--- src/rtl/scl_mode_pkg.sv ---
`timescale 1ns/1ps
package scl_mode_pkg;

  typedef enum logic [1:0] {
    FMT_RGB    = 2'd0,
    FMT_VID444 = 2'd1,
    FMT_VID420 = 2'd2,
    FMT_FP16   = 2'd3
  } fmt_class_e;

  typedef enum logic [2:0] {
    MD_BYPASS_444  = 3'd0,
    MD_SCALE_RGB   = 3'd1,
    MD_SCALE_Y444  = 3'd2,
    MD_SCALE_Y420  = 3'd3,
    MD_420_LUMA_BP = 3'd4,
    MD_420_CHRM_BP = 3'd5,
    MD_SCL_BYPASS  = 3'd6
  } scl_mode_e;

  localparam int NUM_RATIOS = 4;
  localparam int IDX_H_LUMA = 0;
  localparam int IDX_V_LUMA = 1;
  localparam int IDX_H_CHRM = 2;
  localparam int IDX_V_CHRM = 3;

  function automatic logic fmt_is_video(input fmt_class_e f);
    return (f == FMT_VID444) || (f == FMT_VID420);
  endfunction

endpackage

--- src/rtl/scl_rst_sync.sv ---
`timescale 1ns/1ps
module scl_rst_sync #(
  parameter int STAGES = 2
) (
  input  logic clk,
  input  logic rst_n,
  output logic rst_sync_n
);
  logic [STAGES-1:0] chain_q;

  always_ff @(posedge clk or negedge rst_n) begin
    if (!rst_n) chain_q <= '0;
    else        chain_q <= {chain_q[STAGES-2:0], 1'b1};
  end

  assign rst_sync_n = chain_q[STAGES-1];
endmodule

--- src/rtl/scl_unity_detect.sv ---
`timescale 1ns/1ps
module scl_unity_detect #(
  parameter int RATIO_W = 32,
  parameter int FRAC_W  = 19
) (
  input  logic [RATIO_W-1:0] ratio,
  output logic               is_one
);
  localparam logic [RATIO_W-1:0] UNITY = RATIO_W'(1) << FRAC_W;

  assign is_one = (ratio == UNITY);
endmodule

--- src/rtl/scl_mode_decide.sv ---
`timescale 1ns/1ps
module scl_mode_decide
  import scl_mode_pkg::*;
#(
  parameter int                OFFSET_W     = 16,
  parameter logic [OFFSET_W-1:0] CHROMA_MID = OFFSET_W'(16'h8000)
) (
  input  fmt_class_e            fmt,
  input  logic                  fixed_fmt,
  input  logic                  always_scale,
  input  logic [NUM_RATIOS-1:0] unity,
  output scl_mode_e             mode_sel,
  output logic [OFFSET_W-1:0]   off_y_sel,
  output logic [OFFSET_W-1:0]   off_c_sel
);
  logic luma_unity;
  logic chroma_unity;

  assign luma_unity   = unity[IDX_H_LUMA] & unity[IDX_V_LUMA];
  assign chroma_unity = unity[IDX_H_CHRM] & unity[IDX_V_CHRM];

  always_comb begin
    if (fixed_fmt && (fmt == FMT_FP16)) begin
      mode_sel = MD_SCL_BYPASS;
    end else if (luma_unity && chroma_unity && !always_scale) begin
      mode_sel = MD_BYPASS_444;
    end else if (fmt != FMT_VID420) begin
      mode_sel = (fmt == FMT_VID444) ? MD_SCALE_Y444 : MD_SCALE_RGB;
    end else if (luma_unity) begin
      mode_sel = MD_420_LUMA_BP;
    end else if (chroma_unity) begin
      mode_sel = MD_420_CHRM_BP;
    end else begin
      mode_sel = MD_SCALE_Y420;
    end
  end

  assign off_y_sel = '0;
  assign off_c_sel = fmt_is_video(fmt) ? CHROMA_MID : '0;
endmodule

--- src/rtl/scl_mode_select.sv ---
`timescale 1ns/1ps
module scl_mode_select
  import scl_mode_pkg::*;
#(
  parameter int RATIO_W  = 32,
  parameter int FRAC_W   = 19,
  parameter int OFFSET_W = 16
) (
  input  logic                clk,
  input  logic                rst_n,
  input  logic                load,
  input  logic [1:0]          fmt,
  input  logic                fixed_fmt,
  input  logic                always_scale,
  input  logic [RATIO_W-1:0]  ratio_h_luma,
  input  logic [RATIO_W-1:0]  ratio_v_luma,
  input  logic [RATIO_W-1:0]  ratio_h_chroma,
  input  logic [RATIO_W-1:0]  ratio_v_chroma,
  output logic [2:0]          mode,
  output logic [OFFSET_W-1:0] offset_y,
  output logic [OFFSET_W-1:0] offset_c
);
  localparam logic [OFFSET_W-1:0] CHROMA_MID = OFFSET_W'(1) << (OFFSET_W-1);

  logic                      rst_q_n;
  logic [RATIO_W-1:0]        ratio_vec [NUM_RATIOS];
  logic [NUM_RATIOS-1:0]     unity;
  scl_mode_e                 mode_sel;
  logic [OFFSET_W-1:0]       off_y_sel, off_c_sel;
  scl_mode_e                 mode_q, mode_d;
  logic [OFFSET_W-1:0]       off_y_q, off_y_d, off_c_q, off_c_d;

  scl_rst_sync #(.STAGES(2)) u_rst_sync (
    .clk        (clk),
    .rst_n      (rst_n),
    .rst_sync_n (rst_q_n)
  );

  assign ratio_vec[IDX_H_LUMA] = ratio_h_luma;
  assign ratio_vec[IDX_V_LUMA] = ratio_v_luma;
  assign ratio_vec[IDX_H_CHRM] = ratio_h_chroma;
  assign ratio_vec[IDX_V_CHRM] = ratio_v_chroma;

  for (genvar i = 0; i < NUM_RATIOS; i++) begin : g_unity
    scl_unity_detect #(.RATIO_W(RATIO_W), .FRAC_W(FRAC_W)) u_det (
      .ratio  (ratio_vec[i]),
      .is_one (unity[i])
    );
  end

  scl_mode_decide #(.OFFSET_W(OFFSET_W), .CHROMA_MID(CHROMA_MID)) u_decide (
    .fmt          (fmt_class_e'(fmt)),
    .fixed_fmt    (fixed_fmt),
    .always_scale (always_scale),
    .unity        (unity),
    .mode_sel     (mode_sel),
    .off_y_sel    (off_y_sel),
    .off_c_sel    (off_c_sel)
  );

  always_comb begin
    mode_d  = mode_q;
    off_y_d = off_y_q;
    off_c_d = off_c_q;
    if (load) begin
      mode_d  = mode_sel;
      off_y_d = off_y_sel;
      off_c_d = off_c_sel;
    end
  end

  always_ff @(posedge clk or negedge rst_q_n) begin
    if (!rst_q_n) begin
      mode_q  <= MD_SCL_BYPASS;
      off_y_q <= '0;
      off_c_q <= '0;
    end else begin
      mode_q  <= mode_d;
      off_y_q <= off_y_d;
      off_c_q <= off_c_d;
    end
  end

  assign mode     = mode_q;
  assign offset_y = off_y_q;
  assign offset_c = off_c_q;
endmodule

--- config.mk ---
export PLATFORM = sky130hd
export DESIGN_NAME = scl_mode_select
export DESIGN_NICKNAME = d
export VERILOG_FILES = /design/src/rtl/scl_mode_pkg.sv /design/src/rtl/scl_rst_sync.sv /design/src/rtl/scl_unity_detect.sv /design/src/rtl/scl_mode_decide.sv /design/src/rtl/scl_mode_select.sv
export SDC_FILE = /design/constraint.sdc
export NUM_CORES = 1
export LEC_CHECK = 0
export ABC_CLOCK_PERIOD_IN_PS = 1000
export BUFFER_PORTS_ARGS = -buffer_cell sky130_fd_sc_hd__buf_2
export CORE_AREA = 2 2 67 69
export DETAILED_ROUTE_END_ITERATION = 10
export DIE_AREA = 0 0 69 71
export PLACE_DENSITY = 0.69
export SYNTH_ARGS = -nofsm -noshare
export SYNTH_HDL_FRONTEND = slang
export SYNTH_SLANG_ARGS = --single-unit
--- constraint.sdc ---
create_clock -name clk -period 1 [get_ports clk]
set_input_delay 0.2 -clock clk [delete_from_list [all_inputs] [get_ports clk]]
set_output_delay 0.2 -clock clk [all_outputs]
set_load 0.02 [all_outputs]
# Word-level counts from Yosys, hierarchy flattened
# Index checks and enable logic that the tools add are counted.
[totals]
regBits = 21
input_bits = 135
out_inout_bits = 35
[op_classes]
eq_ne = 8
muxes = 7
bitwise = 2
n_reduce_logical = 5
[op_table]
columns = ["operator", "count"]
rows = [
  ["$eq 32x20->1 const B", 4],
  ["$mux 16", 1],
  ["$mux 3", 5],
  ["$eq 2x2->1 const B", 2],
  ["$logic_and 1x1->1", 3],
  ["$and 1x1->1", 2],
  ["$eq 2x1->1 const B", 1],
  ["$mux 2", 1],
  ["$ne 2x2->1 const B", 1],
  ["$logic_not 1->1", 1],
  ["$logic_or 1x1->1", 1],
]

# Longest topological paths before layout
[depth]
ltp_word = 7
mapped_depth = 6

# Hierarchy
# From an unflattened synthesis, not the netlist that was laid out.
[unflattened]
hier_cells = 170
hier_area_um2 = 2270.9
[by_module_without_submodules]
columns = ["mod", "instances", "cells_each", "area_each_um2", "seq_area_each_um2"]
rows = [
  ["scl_mode_select", 1, 74, 1456.4, 878.3],
  ["scl_mode_decide", 1, 49, 385.4, 0.0],
  ["scl_unity_detect", 4, 11, 93.8, 0.0],
  ["scl_rst_sync", 1, 3, 53.8, 50.0],
]

# Worst setup path before layout
# No wires, ideal clock.
[synth_path]
path_kind = "in2reg"
startpoint = "input ratio_v_chroma[14]"
endpoint = "register mode_q[0] (netlist: mode[0])"
arrival_ns = 1.348
required_time_ns = 0.876
slack_ns = -0.472
cell_stages = 5
n_path_buf = 0
cell_sequence = "nor4_2 > nand4_1 > nor4_4 > a2111oi_1 > a211o_1"
[synth_via]
elab_chain_len = 6
[synth_rtl]
columns = ["element", "line", "source"]
rows = [
  ["start: declaration", "scl_mode_select.sv:18", "input logic [RATIO_W-1:0] ratio_v_chroma,"],
  ["$eq 32x20->1", "scl_unity_detect.sv:11", "assign is_one = (ratio == UNITY);"],
  ["$and 1x1->1", "scl_mode_decide.sv:20", "assign chroma_unity = unity[IDX_H_CHRM] & unity[IDX_V_CHRM];"],
  ["$logic_and 1x1->1 (2 in a row)", "scl_mode_decide.sv:25", "end else if (luma_unity && chroma_unity && !always_scale) begin"],
  ["$mux 3", "scl_mode_decide.sv:25", ""],
  ["$mux 3", "scl_mode_decide.sv:23", "if (fixed_fmt && (fmt == FMT_FP16)) begin"],
  ["end signal: assignment", "scl_mode_select.sv:78", "mode_q <= mode_d;"],
  ["end: declaration", "scl_mode_select.sv:30", "scl_mode_e mode_q, mode_d;"],
]
# No other way between the ends.
# A chain may end at the register's enable or synchronous reset.

# Worst setup path in the final report
[layout_path]
startpoint = "input ratio_h_chroma[21]"
endpoint = "register mode_q[0] (netlist: mode[0])"
[layout_via]
elab_chain_len = 6
[layout_rtl]
columns = ["element", "line", "source"]
rows = [
  ["start: declaration", "scl_mode_select.sv:17", "input logic [RATIO_W-1:0] ratio_h_chroma,"],
  ["$eq 32x20->1", "scl_unity_detect.sv:11", ""],
  ["$and 1x1->1", "scl_mode_decide.sv:20", ""],
  ["$logic_and 1x1->1 (2 in a row)", "scl_mode_decide.sv:25", ""],
  ["$mux 3", "scl_mode_decide.sv:25", ""],
  ["$mux 3", "scl_mode_decide.sv:23", ""],
]
# No other way between the ends.

==> results.md <==
- Max_cap viols: 0
- First-pass GRT wire length: 5830 um
- Final setup margin: -0.421 ns
- Failing checks: setup timing
- Num CTS Buffers: 3
- Diode count: 0
- Synthesized area: 881 sq um
- Total routed wirelength: 4100 um
- IO Pins: 170
- Starting Density: 21.0%
- Hold WC Path Type: flip-flop to asynchronous set/reset pin
- Yosys warns: 0
- CP max FO: 5
- Port Buffers: 138
- DIE HEIGHT: 71 um
- WP data arrival: 1.53 ns
- Non-filler cells, final: 306
- Routed vias/inst: 4.30
- Worst ir drop on vdd: 1.05 mV
- Setup violations, final: 5
- Logic pwr share: 49.1%
- Final Net Count: 393
- Mapped Avg Cell Area: 8.23 sq um
- Switching share of power: 35.0%
- Number of routed nets with antenna violations: 0
- Netlist cell types: 24
- FF+latch count, synth: 6
- Gr ovfl total: 0
- CTS H-tree lvls: 1
- All-Layer GR Usage: 14.4%
- Critical path launch point type: primary input
- P_int: 867 uW
- Final-report hold violation count: 0
- Cell count after synthesis: 107
- Achievable Freq: 704 MHz
- Clock Skews: 0.00239 ns
- Post-Place Cell Area: 1620 sq um
- Type of destination of the critical path: flip-flop
- Part of the power in registers: 21.4%
- Area Growth Syn to Fin: 124%
- Leading cell types in the layout, fill and taps excluded: buf_2 (122), conb_1 (32), buf_6 (16), nor4_2 (14), nor4_4 (12)
- Layout fillers: 403
- # DRC: 0
- Pin count of the biggest net entering global routing: 6
- Commonest non-fill, non-tap cell in the layout: buf_2
- FP Rows: 24
- Cell count after placement: 300
- Routed wire per std cell: 13.4 um
- Clock network fraction of design power: 29.5%
- Clock Sinks: 6
- Period minus WS final: 1.42 ns
- CTS tree: done
- CTS Buffer Depth: 2
- Clk root buf: clkbuf_8
- Fin. max-slew vios: 0
- Run status: finished, violations left
- Share of cells above drive strength 1: 70.5%
- WP data required: 1.11 ns
- Post-route cell area: 1980 sq um
- Worst skew pair latency: 0.23 ns
- Post-DP HPWL: 3270 um
- Die X-Extent: 69 um
- Die ar.: 4900 sq um
- Pwr/cell area: 675 nW/um^2
- First drt pass iteration count: 4
- Crit share post-route: 142%
- DR iter-0 viols: 41
- Static leakage: 0.000972 uW
- Setup CP Type: primary input to flip-flop
- Psw: 467 uW
- Vias in the first global route: 1239
- Clock transition at the registers of the reported paths: 0.04 ns
- Core Area: 4200 sq um
- Sequential area share after synthesis: 17.3%
- Unrepaired setup endpoints after global routing: true
- Initial antenna violation count: 0
- GPL Wtd Cong: 0.906
- Via count: 1315
## layout make-up
cell class | count | area, sq um | share of cell area, %
sequential | 6 | 153 | 7.73
clock buffer | 4 | 45.0 | 2.28
tap | 52 | 65.1 | 3.29
multi-input combinational | 96 | 860 | 43.5
inverter | 4 | 15.0 | 0.760
timing repair buffer | 144 | 838 | 42.4
## power groups by stage
| stage | Clock [uW] | Combinational, uW | Sequential [uW] |
|---|---|---|---|
| global route | 420 | 708 | 289 |
| finish | 393 | 655 | 286 |
| global placement | 0 | 517 | 288 |
| floorplan | 0 | 273 | 307 |
| detailed placement | 0 | 527 | 287 |
| CTS | 402 | 597 | 286 |
## flip-flops by register name (all words and copies together), names as in the netlist
name                cells
mode                    3
offset_c                1
u_rst_sync.chain_q      2
## worst max-delay path, stage by stage
cell and delay [ns]:
buf_6 0.09, nor4_4 0.27, nand4_1 0.18, nor4_4 0.30, buf_4 0.19, a2111oi_4 0.07
a211o_1 0.23
## what timing repair did
action,in CTS,in global routing
gates resized for setup,26,19
buffers inserted,1,0
hold endpoints to repair,2,0
gates cloned,0,0
setup endpoints to repair,5,5
hold buffers,1,0
pin swaps,12,12
## routing by layer
metal / wire (um) / global-route usage [%] / vias up
li1: - / - / 652
met1: 1550 / 19.4 / 617
met2: 2380 / 24.9 / 41
met3: 149 / 1.85 / 5
met4: 19 / 2.61 / 0
met5: 0 / 0 / -
## cells in the mapped netlist
library cell / number / share of area (%)
a2111oi_1: 1 / 1.1
a211o_1: 1 / 0.99
a21boi_1: 1 / 0.85
a21oi_1: 1 / 0.57
a41oi_1: 1 / 0.99
and3_1: 1 / 0.71
buf_4: 31 / 26
conb_1: 2 / 0.85
dfrtp_1: 4 / 11
dfstp_2: 2 / 6.0
ha_1: 3 / 4.3
inv_1: 4 / 1.7
nand2_1: 4 / 1.7
nand4_1: 9 / 6.4
nor2_1: 1 / 0.43
nor2b_1: 1 / 0.71
nor3_1: 1 / 0.57
nor4_1: 25 / 18
nor4_2: 4 / 5.7
nor4_4: 1 / 2.4
nor4b_1: 2 / 2.0
nor4b_2: 2 / 3.4
o211ai_1: 1 / 0.85
o21ai_0: 4 / 2.3
## metrics by stage
step	TNS [ns]	worst slack [ns]	hold slack, ns	total power [uW]	utilization [%]
after floorplan	-1.11	-0.440	-0.0956	581	-
after global placement	-2.00	-0.685	-0.0130	806	38.5
after detailed placement	-2.07	-0.747	-0.0132	814	38.5
after CTS	-1.23	-0.398	0.0624	1290	43.8
after global routing	-1.65	-0.520	0.0727	1420	47.0
final	-1.24	-0.421	0.0563	1330	47.0
## path summary, 6_finish.rpt
| path | startpoint | endpoint | slack, ns | depth (start not counted) |
|---|---|---|---|---|
| min reg2reg | u_rst_sync.chain_q[1]$_DFF_PN0_ | offset_c[15]$_DFFE_PN0P_ | 0.06 | 0 |
| max | ratio_h_chroma[21] | mode[0]$_DFFE_PN0P_ | -0.42 | 7 |
| min in group clk | fmt[1] | offset_c[15]$_DFFE_PN0P_ | 0.32 | 3 |
| max in group asynchronous | rst_n | u_rst_sync.chain_q[0]$_DFF_PN0_ | 0.61 | 2 |
| max reg2reg | mode[1]$_DFFE_PN1P_ | mode[1]$_DFFE_PN1P_ | 0.02 | 3 |
| min | u_rst_sync.chain_q[1]$_DFF_PN0_ | offset_c[15]$_DFFE_PN0P_ | 0.06 | 0 |
## cell families (layout without fill, tap and decap cells)
logic type | after synthesis | count (layout) | share of synthesized area (%)
other | 2 | 32 | 0.853
AND/OR/NAND/NOR | 51 | 51 | 41.8
adder cells (fa/ha/maj) | 3 | 3 | 4.26
flip-flops | 6 | 6 | 17.3
AO/OA/AOI/OAI | 10 | 10 | 7.67
buffers and inverters | 35 | 152 | 28.1
(Power assumes the default switching activity.)
